--- src/rtl/rseq_pkg.sv ---
package rseq_pkg;
  typedef enum logic [2:0] {
    S_IDLE,
    S_RISE,
    S_HOLD,
    S_DRAIN,
    S_FALL
  } seq_state_t;
endpackage

--- src/rtl/rseq_prescale.sv ---
// Divides the system clock down to one delay-code step.
module rseq_prescale #(
  parameter int TICK_DIV = 6306
) (
  input  logic clk,
  input  logic rst,
  input  logic clr_i,
  output logic tick_o
);
  localparam int PRE_W = (TICK_DIV > 1) ? $clog2(TICK_DIV) : 1;

  generate
    if (TICK_DIV == 1) begin : g_direct
      assign tick_o = 1'b1;
    end else begin : g_count
      logic [PRE_W-1:0] pre_q;
      assign tick_o = (pre_q == PRE_W'(TICK_DIV - 1));

      always_ff @(posedge clk) begin
        if (rst || clr_i || tick_o) pre_q <= '0;
        else                        pre_q <= pre_q + 1'b1;
      end

      a_r2_pre_bound: assert property (@(posedge clk) disable iff (rst)
        32'(pre_q) < TICK_DIV);
    end
  endgenerate
endmodule

--- src/rtl/rseq_interval.sv ---
// Counts one step interval in prescaler ticks; code 0 acts as 1.
module rseq_interval #(
  parameter int CODE_W = 8
) (
  input  logic              clk,
  input  logic              rst,
  input  logic              load_i,
  input  logic [CODE_W-1:0] code_i,
  input  logic              tick_i,
  output logic              done_o
);
  logic [CODE_W-1:0] cnt_q;
  logic              run_q;

  assign done_o = run_q && tick_i && (cnt_q == CODE_W'(1));

  always_ff @(posedge clk) begin
    if (rst) begin
      cnt_q <= '0;
      run_q <= 1'b0;
    end else if (load_i) begin
      cnt_q <= (code_i == '0) ? CODE_W'(1) : code_i;
      run_q <= 1'b1;
    end else if (run_q && tick_i) begin
      cnt_q <= cnt_q - 1'b1;
      if (cnt_q == CODE_W'(1)) run_q <= 1'b0;
    end
  end

  a_r2_count_live: assert property (@(posedge clk) disable iff (rst)
    run_q |-> (cnt_q != '0));
  a_r2_reload_full: assert property (@(posedge clk) disable iff (rst)
    $past(load_i) |-> (run_q && cnt_q != '0));
endmodule

--- src/rtl/rseq_ctrl.sv ---
// Sequencing state machine: climb, hold, drain handshake, descent.
module rseq_ctrl
  import rseq_pkg::*;
#(
  parameter int RAILS = 4
) (
  input  logic             clk,
  input  logic             rst,
  input  logic             en_i,
  input  logic [RAILS-1:0] pg_i,
  input  logic             fault_n_i,
  input  logic             dn_busy_i,
  input  logic             done_i,
  output logic             load_o,
  output logic [RAILS-1:0] rail_o,
  output logic             fault_n_o,
  output logic             en_out_o,
  output logic             chain_o
);
  localparam int IDX_W = (RAILS > 1) ? $clog2(RAILS) : 1;
  localparam logic [IDX_W-1:0] LAST = IDX_W'(RAILS - 1);

  seq_state_t       state_q;
  logic [IDX_W-1:0] idx_q;
  logic [RAILS-1:0] rail_q;
  logic             arm_q, fault_n_q, en_out_q, chain_q;

  logic start, abort, qualified;

  assign start     = en_i && arm_q && fault_n_i;
  assign abort     = !en_i || !fault_n_i;
  assign qualified = pg_i[idx_q];

  always_comb begin
    load_o = 1'b0;
    unique case (state_q)
      S_IDLE:  load_o = start;
      S_RISE:  load_o = !abort && done_i && qualified && (idx_q != LAST);
      S_DRAIN: load_o = !dn_busy_i && (idx_q != '0);
      S_FALL:  load_o = done_i && (idx_q != '0);
      default: load_o = 1'b0;
    endcase
  end

  always_ff @(posedge clk) begin
    if (rst) begin
      state_q   <= S_IDLE;
      idx_q     <= '0;
      rail_q    <= '0;
      arm_q     <= 1'b0;
      fault_n_q <= 1'b1;
      en_out_q  <= 1'b0;
      chain_q   <= 1'b0;
    end else begin
      if (!en_i) begin
        arm_q     <= 1'b1;
        fault_n_q <= 1'b1;
      end
      unique case (state_q)
        S_IDLE: begin
          if (start) begin
            rail_q    <= RAILS'(1);
            idx_q     <= '0;
            en_out_q  <= 1'b1;
            arm_q     <= 1'b0;
            state_q   <= S_RISE;
          end
        end
        S_RISE: begin
          if (abort) begin
            en_out_q <= 1'b0;
            arm_q    <= !en_i;
            state_q  <= S_DRAIN;
          end else if (done_i) begin
            if (!qualified) begin
              fault_n_q <= 1'b0;
              en_out_q  <= 1'b0;
              arm_q     <= 1'b0;
              state_q   <= S_DRAIN;
            end else if (idx_q == LAST) begin
              chain_q <= 1'b1;
              state_q <= S_HOLD;
            end else begin
              rail_q[idx_q + IDX_W'(1)] <= 1'b1;
              idx_q <= idx_q + IDX_W'(1);
            end
          end
        end
        S_HOLD: begin
          if (abort) begin
            chain_q  <= 1'b0;
            en_out_q <= 1'b0;
            arm_q    <= !en_i;
            state_q  <= S_DRAIN;
          end
        end
        S_DRAIN: begin
          if (!dn_busy_i) begin
            rail_q[idx_q] <= 1'b0;
            if (idx_q == '0) state_q <= S_IDLE;
            else begin
              idx_q   <= idx_q - IDX_W'(1);
              state_q <= S_FALL;
            end
          end
        end
        S_FALL: begin
          if (done_i) begin
            rail_q[idx_q] <= 1'b0;
            if (idx_q == '0) state_q <= S_IDLE;
            else idx_q <= idx_q - IDX_W'(1);
          end
        end
        default: state_q <= S_IDLE;
      endcase
    end
  end

  assign rail_o    = rail_q;
  assign fault_n_o = fault_n_q;
  assign en_out_o  = en_out_q;
  assign chain_o   = chain_q;

  a_r1_contiguous: assert property (@(posedge clk) disable iff (rst)
    ((rail_q + RAILS'(1)) & rail_q) == '0);
  a_r1_single_step: assert property (@(posedge clk) disable iff (rst)
    $countones(rail_q ^ $past(rail_q)) <= 1);
  a_r3_qualified_step: assert property (@(posedge clk) disable iff (rst)
    ($past(state_q) == S_RISE && rail_q != $past(rail_q)) |->
      $past(done_i && pg_i[idx_q]));
  a_r5_paced_descent: assert property (@(posedge clk) disable iff (rst)
    ($past(state_q) == S_FALL && rail_q != $past(rail_q)) |-> $past(done_i));
  a_r9_busy_holds: assert property (@(posedge clk) disable iff (rst)
    ($past(state_q) == S_DRAIN && $past(dn_busy_i)) |-> $stable(rail_q));
  a_r9_chain_full: assert property (@(posedge clk) disable iff (rst)
    chain_q |-> (&rail_q && en_out_q));
  a_r4_fault_stops: assert property (@(posedge clk) disable iff (rst)
    $fell(fault_n_q) |-> !en_out_q && !chain_q);
  a_r8_idle_quiet: assert property (@(posedge clk) disable iff (rst)
    (state_q == S_IDLE) |-> (!en_out_q && rail_q == '0));
endmodule

--- src/rtl/rail_seq.sv ---
module rail_seq #(
  parameter int RAILS    = 4,
  parameter int CODE_W   = 8,
  parameter int TICK_DIV = 6306
) (
  input  logic              clk,
  input  logic              rst,
  input  logic              en_i,
  input  logic [RAILS-1:0]  pg_i,
  input  logic              fault_n_i,
  input  logic              dn_busy_i,
  input  logic [CODE_W-1:0] delay_code_i,
  output logic [RAILS-1:0]  rail_en_o,
  output logic              all_good_o,
  output logic              fault_n_o,
  output logic              en_out_o,
  output logic              chain_out_o
);
  logic tick, load, done, good_q;

  rseq_prescale #(.TICK_DIV(TICK_DIV)) u_pre (
    .clk(clk), .rst(rst), .clr_i(load), .tick_o(tick)
  );

  rseq_interval #(.CODE_W(CODE_W)) u_ivl (
    .clk(clk), .rst(rst), .load_i(load), .code_i(delay_code_i),
    .tick_i(tick), .done_o(done)
  );

  rseq_ctrl #(.RAILS(RAILS)) u_ctrl (
    .clk(clk), .rst(rst), .en_i(en_i), .pg_i(pg_i), .fault_n_i(fault_n_i),
    .dn_busy_i(dn_busy_i), .done_i(done), .load_o(load), .rail_o(rail_en_o),
    .fault_n_o(fault_n_o), .en_out_o(en_out_o), .chain_o(chain_out_o)
  );

  always_ff @(posedge clk) begin
    if (rst) good_q <= 1'b0;
    else     good_q <= &pg_i;
  end
  assign all_good_o = good_q;

  a_r7_all_good: assert property (@(posedge clk) disable iff (rst)
    all_good_o |-> $past(&pg_i));
endmodule

--- config.mk ---
export PLATFORM = sky130hd
export DESIGN_NAME = rail_seq
export DESIGN_NICKNAME = d
export VERILOG_FILES = /design/src/rtl/rseq_pkg.sv /design/src/rtl/rseq_prescale.sv /design/src/rtl/rseq_interval.sv /design/src/rtl/rseq_ctrl.sv /design/src/rtl/rail_seq.sv
export SDC_FILE = /design/constraint.sdc
export NUM_CORES = 1
export LEC_CHECK = 0
export BUFFER_PORTS_ARGS = -buffer_cell sky130_fd_sc_hd__buf_2
export CORE_ASPECT_RATIO = 0.6
export CORE_MARGIN = 5
export CORE_UTILIZATION = 57
export DETAILED_ROUTE_END_ITERATION = 10
export PLACE_DENSITY = 0.83
export RECOVER_POWER = 50
export SYNTH_ARGS = -nofsm -noshare
export SYNTH_HDL_FRONTEND = slang
export SYNTH_SLANG_ARGS = --single-unit
--- constraint.sdc ---
create_clock -name clk -period 2.9 [get_ports clk]
set_clock_uncertainty 0.15 [all_clocks]
set_input_delay 0.87 -clock clk [delete_from_list [all_inputs] [get_ports clk]]
set_output_delay 0.87 -clock clk [all_outputs]
set_load 0.02 [all_outputs]
# Yosys cells after proc, flatten, opt, wreduce, memory -nomap -nowiden
# Index checks and enable logic that the tools add are counted.
# W data, S select, Z words.
# word_totals
regBits	36
inputBits	17
out_inout_bits	8
elab_cells	140
# classes
n_addsub	4
magnitude_cmp	4
eq_ne	21
n_mux	64
n_bitwise	3
reduce_logical	33
# op_table
operator	count
$mux W3	10
$mux W4	7
$mux W1	26
$mux W8	3
$mux W2	8
$pmux W4 S4	1
$pmux W3 S5	1
$ne A2 B1 Y1 const B	7
$add A13 B1 Y13 const B	1
$eq A13 B13 Y1 const B	1
$logic_and A1 B1 Y1	11
$eq A8 B1 Y1 const B	1
$logic_not A8 Y1	1
$ne A2 B2 Y1 const B	4
$pmux W2 S4	1
$reduce_and A8 Y1	1
$reduce_bool A2 Y1	4
$sub A8 B1 Y8 const B	1
$reduce_and A7 Y1	1
$eq A3 B2 Y1 const B	2
$lt A2 B3 Y1 const B	2
$pmux W1 S3	2
$reduce_and A6 Y1	1
$reduce_and A5 Y1	1
other kinds (24)	31

# Logic depth before layout (Yosys ltp)
# depth
depth_word	11
ltp_mapped	8
ltp_nobuf	7

# By module
# Synthesis repeated with hierarchy kept, for this count alone.
# hier_totals
cells_unflattened	261
area_unflattened_um2	2296.0
# by_module_without_submodules
module	n_inst	cells_per_inst	area_per_inst_um2	seq_area_each_um2
rseq_ctrl	1	115	1004.7	260.2
rseq_prescale	1	79	714.4	260.2
rseq_interval	1	64	540.5	180.2
rail_seq	1	3	36.3	20.0

# Least setup slack after synthesis
# Ideal clock, no wire load.
# synth_timing
path_type	in2reg
startpoint	input pg_i[3]
endpoint	register u_ctrl.idx_q[1]
setup_time_ns	0.079
arrival_time_ns	2.416
t_required_ns	2.671
setup_slack_ns	0.255
cell_stages	6
n_path_buf	1
cell_sequence	mux4_2 > and4_1 > nor3_1 > clkbuf_1 > nor3_1 > a211oi_2
# synth_between
elab_chain_cells	4
# synth_lines
element	line	rtl
start: declaration	rail_seq.sv:9	input logic [RAILS-1:0] pg_i,
$bmux W1 S2	rseq_ctrl.sv:32	assign qualified = pg_i[idx_q];
$mux W1 (implied by the code)	rseq_ctrl.sv:32	
$ne A2 B1 Y1 (no line)	n/a	
$reduce_and A8 Y1 (no line)	n/a	
end signal: assignment	rseq_ctrl.sv:85	idx_q <= idx_q + IDX_W'(1);
end signal: assignment	rseq_ctrl.sv:102	idx_q <= idx_q - IDX_W'(1);
end signal: assignment	rseq_ctrl.sv:111	else idx_q <= idx_q - IDX_W'(1);
end: declaration	rseq_ctrl.sv:24	logic [IDX_W-1:0] idx_q;
# Every way passes these cells. The select of a mux whose other input is x is not followed.
# A chain may end at the register's enable or synchronous reset.

# Worst setup path after layout
# layout_timing
startpoint	input pg_i[3]
endpoint	register u_ivl.cnt_q[4]
# layout_between
elab_chain_cells	6
elab_cells_between_ends	7
cone_classes	mux: 4; reduce/logical: 3
# layout_lines
element	line	rtl
$bmux W1 S2 (*)	rseq_ctrl.sv:32	
$mux W1 (implied by the code) (*)	rseq_ctrl.sv:32	
$logic_and A1 B1 Y1 (*) (2 in a row)	rseq_ctrl.sv:38	S_RISE: load_o = !abort && done_i && qualified && (idx_q != LAST);
$pmux W1 S4 (*)	rseq_ctrl.sv:36	unique case (state_q)
$mux W8 / $reduce_bool A2 Y1 (equally long branches)	n/a	
end signal: assignment	rseq_interval.sv:22	cnt_q <= (code_i == '0) ? CODE_W'(1) : code_i;
end signal: assignment	rseq_interval.sv:25	cnt_q <= cnt_q - 1'b1;
end: declaration	rseq_interval.sv:12	logic [CODE_W-1:0] cnt_q;
# Mark *: on every way between the ends. The rest lies on a longest branch, timed or not. The select of a mux whose other input is x is not followed.

==> impl_metrics.json <==
{
  "status": "completed",
  "p_leak_nw": 0.836,
  "maxCapViolations": 0,
  "post_cts_buffers": 0,
  "synth_compound_area_share_pct": 17.4,
  "avgRoutedWirePerCell_microns": 15.0,
  "ir_worst_vdd_mv": 0.269,
  "ys_seq_area_share_pct": 34.8,
  "ant_nets": 0,
  "wl_microns": 4820,
  "ys_seq_elements": 36,
  "endpoint_kind": "register",
  "syn_avg_cell_area_sq_um": 8.46,
  "dp_hpwl_microns": 3530,
  "cts_buffers": 5,
  "hold_buffers": 0,
  "vias": 1879,
  "synthToLayoutAreaGrowth_pct": 12.4,
  "die_width_microns": 87.9,
  "synth_cell_types": 56,
  "period_minus_slack_ns": 2.73,
  "stdcell_count": 322,
  "drt_iter0_markers": 68,
  "cts_htree_levels": 2,
  "grt_usage_pct": 20.7,
  "port_buffers": 24,
  "core_sq_um": 3590,
  "ys_warn_count": 0,
  "synth_cells": 245,
  "synth_fp_nets": 270,
  "die_h_microns": 56.7,
  "diodes": 0,
  "setup_tns_ns": 0,
  "yosys.area_share.simple_pct": 28.9,
  "die-area_sq_um": 4980,
  "cts-root-buf": "clkbuf_8",
  "initial_utilization_pct": 57.7,
  "hold_class": "reg -> reg",
  "synth_top_family_by_area": "simple AND/OR/NAND/NOR gates",
  "hold_viol": 0,
  "drtPass1Iterations": 4,
  "power_density_nw_per_um2": 512,
  "drc": 0,
  "max_slew.worst_pin.slew_ns": 0.842,
  "avgViaCountPerCell": 5.84,
  "crit_path_cell_trace": "buf_2 > mux4_2 > and4_1 > nor3_1 > clkbuf_2 > or2_0 > clkbuf_1 > a211oi_1",
  "dpl.cell_count": 314,
  "grt_max_degree": 17,
  "synth-xor-area-share_pct": 7.60,
  "cp.required_ns": 2.89,
  "slew_viol_final": 0,
  "gp_congestion": 0.913,
  "netlist_area_sq_um": 2070,
  "setup_viol": 0,
  "slowest_delay_ns": 0.47,
  "dominantRegCellSynth": "dfxtp_1",
  "synth_mux_area_share_pct": 1.57,
  "crit_slowest_cell": "mux4_2",
  "overflow": 0,
  "antenna_found_initial": 0,
  "path_clk_slew_ns": 0.08,
  "clock_latency_ns": 0.30,
  "synth_edf_count": 0,
  "clock_sinks": 36,
  "arrival_ns": 2.72,
  "max_freq_ghz": 0.367,
  "ys_async_sr_fraction_pct": 0,
  "synthAdderAreaFrac_pct": 4.83,
  "grt_pass1_wl_microns": 8050,
  "cts_tree": "done",
  "rows": 17,
  "rsz0062_at_grt": "false",
  "grt_pass1_vias": 1715,
  "startpoint_type": "primary input",
  "io_pins": 25,
  "timing.final.crit_share_pct": 94.0,
  "layout-drive-gt1-share_pct": 15.6,
  "critPathKind": "in -> reg",
  "ctsLongestPathBuffers": 2,
  "fin_nets": 299,
  "crit_fanout": 12,
  "cts.repair.resized": 0,
  "relSlewSlack_pct": 43.5
}
stage by stage:
step	cell area, sq um	setup WS, ns	power (mW)	hold WS [ns]	utilization (%)
global placement	2270	0.0739	0.809	0.313	63.1
detailed placement	2270	0.0168	0.816	0.307	63.1
global route	2330	0.0333	1.25	0.366	64.8
CTS	2360	0.263	1.20	0.321	65.8
finish	2330	0.173	1.19	0.317	64.8
floorplan	2070	0.255	0.740	0.295	-
cells by family after synthesis:
logic type | Yosys count
compound gates | 51
xor+xnor | 18
fa+ha+maj | 8
buf+inv | 24
flops | 36
mux | 2
simple gates | 106
routing by layer:
metal  vias to the layer above  wire length (microns)  track usage [%]
li1                        950                      -                -
met2                        52                   2060             29.1
met4                         0                     59             9.41
met5                         -                      0                0
met3                         6                    273             5.13
met1                       871                   2430             29.4
layout by cell type, fill, tap and decap left out, drive strengths merged, types with 2 or more instances in the layout:
cell,synthesis,layout
a211oi,9,9
o221ai,2,2
ha,8,8
o31ai,2,2
or3b,2,2
buf,5,22
clkbuf,7,19
xnor2,11,11
xor2,7,7
or4b,4,4
and2,2,2
o21a,2,2
nand3,9,9
nor3,20,20
dfxtp,36,36
nor4,7,7
nor2,28,28
a311oi,2,2
nand4,5,5
nand2,14,14
or4,3,3
o21ai,10,10
inv,12,12
nor2b,2,2
and3,2,2
a21oi,13,13
sequential cells by signal, indices dropped and copies added, names as in the netlist, 2 cells and up:
| name | cells |
|---|---|
| u_pre.g_count.pre_q | 13 |
| u_ivl.cnt_q | 8 |
| u_ctrl.rail_o | 4 |
| u_ctrl.state_q | 3 |
| u_ctrl.idx_q | 2 |
final timing paths:
path	slack, ns	startpoint	cells after the start	to
max	0.17	pg_i[3]	8	u_ivl.cnt_q[4]
min	0.32	u_ctrl.rail_o[0]	2	u_ctrl.rail_o[0]
max reg2reg	0.18	u_pre.g_count.pre_q[5]	5	u_ctrl.arm_q
min reg2reg	0.32	u_ctrl.rail_o[0]	2	u_ctrl.rail_o[0]
critical path: cells and delay by family:
kind                   cells  cell delay (ns)
muxes                      1             0.47
buffers and inverters      3             0.62
and+or+nand+nor            3             0.61
AOI/OAI and AO/OA          1             0.14
layout make-up:
| class | count | area [sq um] |
|---|---|---|
| clock buffer | 7 | 86.3 |
| clock inverter | 1 | 7.51 |
| fill | 326 | 1260 |
| inverter | 12 | 45.0 |
| multi-input combinational | 185 | 1240 |
| sequential | 36 | 721 |
| tap | 47 | 58.8 |
| timing repair buffer | 34 | 171 |
synthesized netlist by cell type, drive strengths merged (3+ instances only):
master | number | area (sq um)
nor4 | 7 | 56.3
nand2 | 14 | 52.6
buf | 5 | 31.3
nand4 | 5 | 31.3
clkbuf | 7 | 26.3
dfxtp | 36 | 721
nand3 | 9 | 45.0
a211oi | 9 | 72.6
a21oi | 13 | 65.1
or4 | 3 | 22.5
nor2 | 28 | 105
xor2 | 7 | 61.3
inv | 12 | 45.0
o21ai | 10 | 50.1
ha | 8 | 100
or4b | 4 | 43.8
xnor2 | 11 | 96.3
nor3 | 20 | 120
power breakdown:
group	switching, mW	internal [mW]	total, mW
registers	0.0339	0.518	0.552
logic	0.148	0.106	0.253
clock network	0.194	0.193	0.387
No activity file was read; power rests on OpenSTA's default activity.
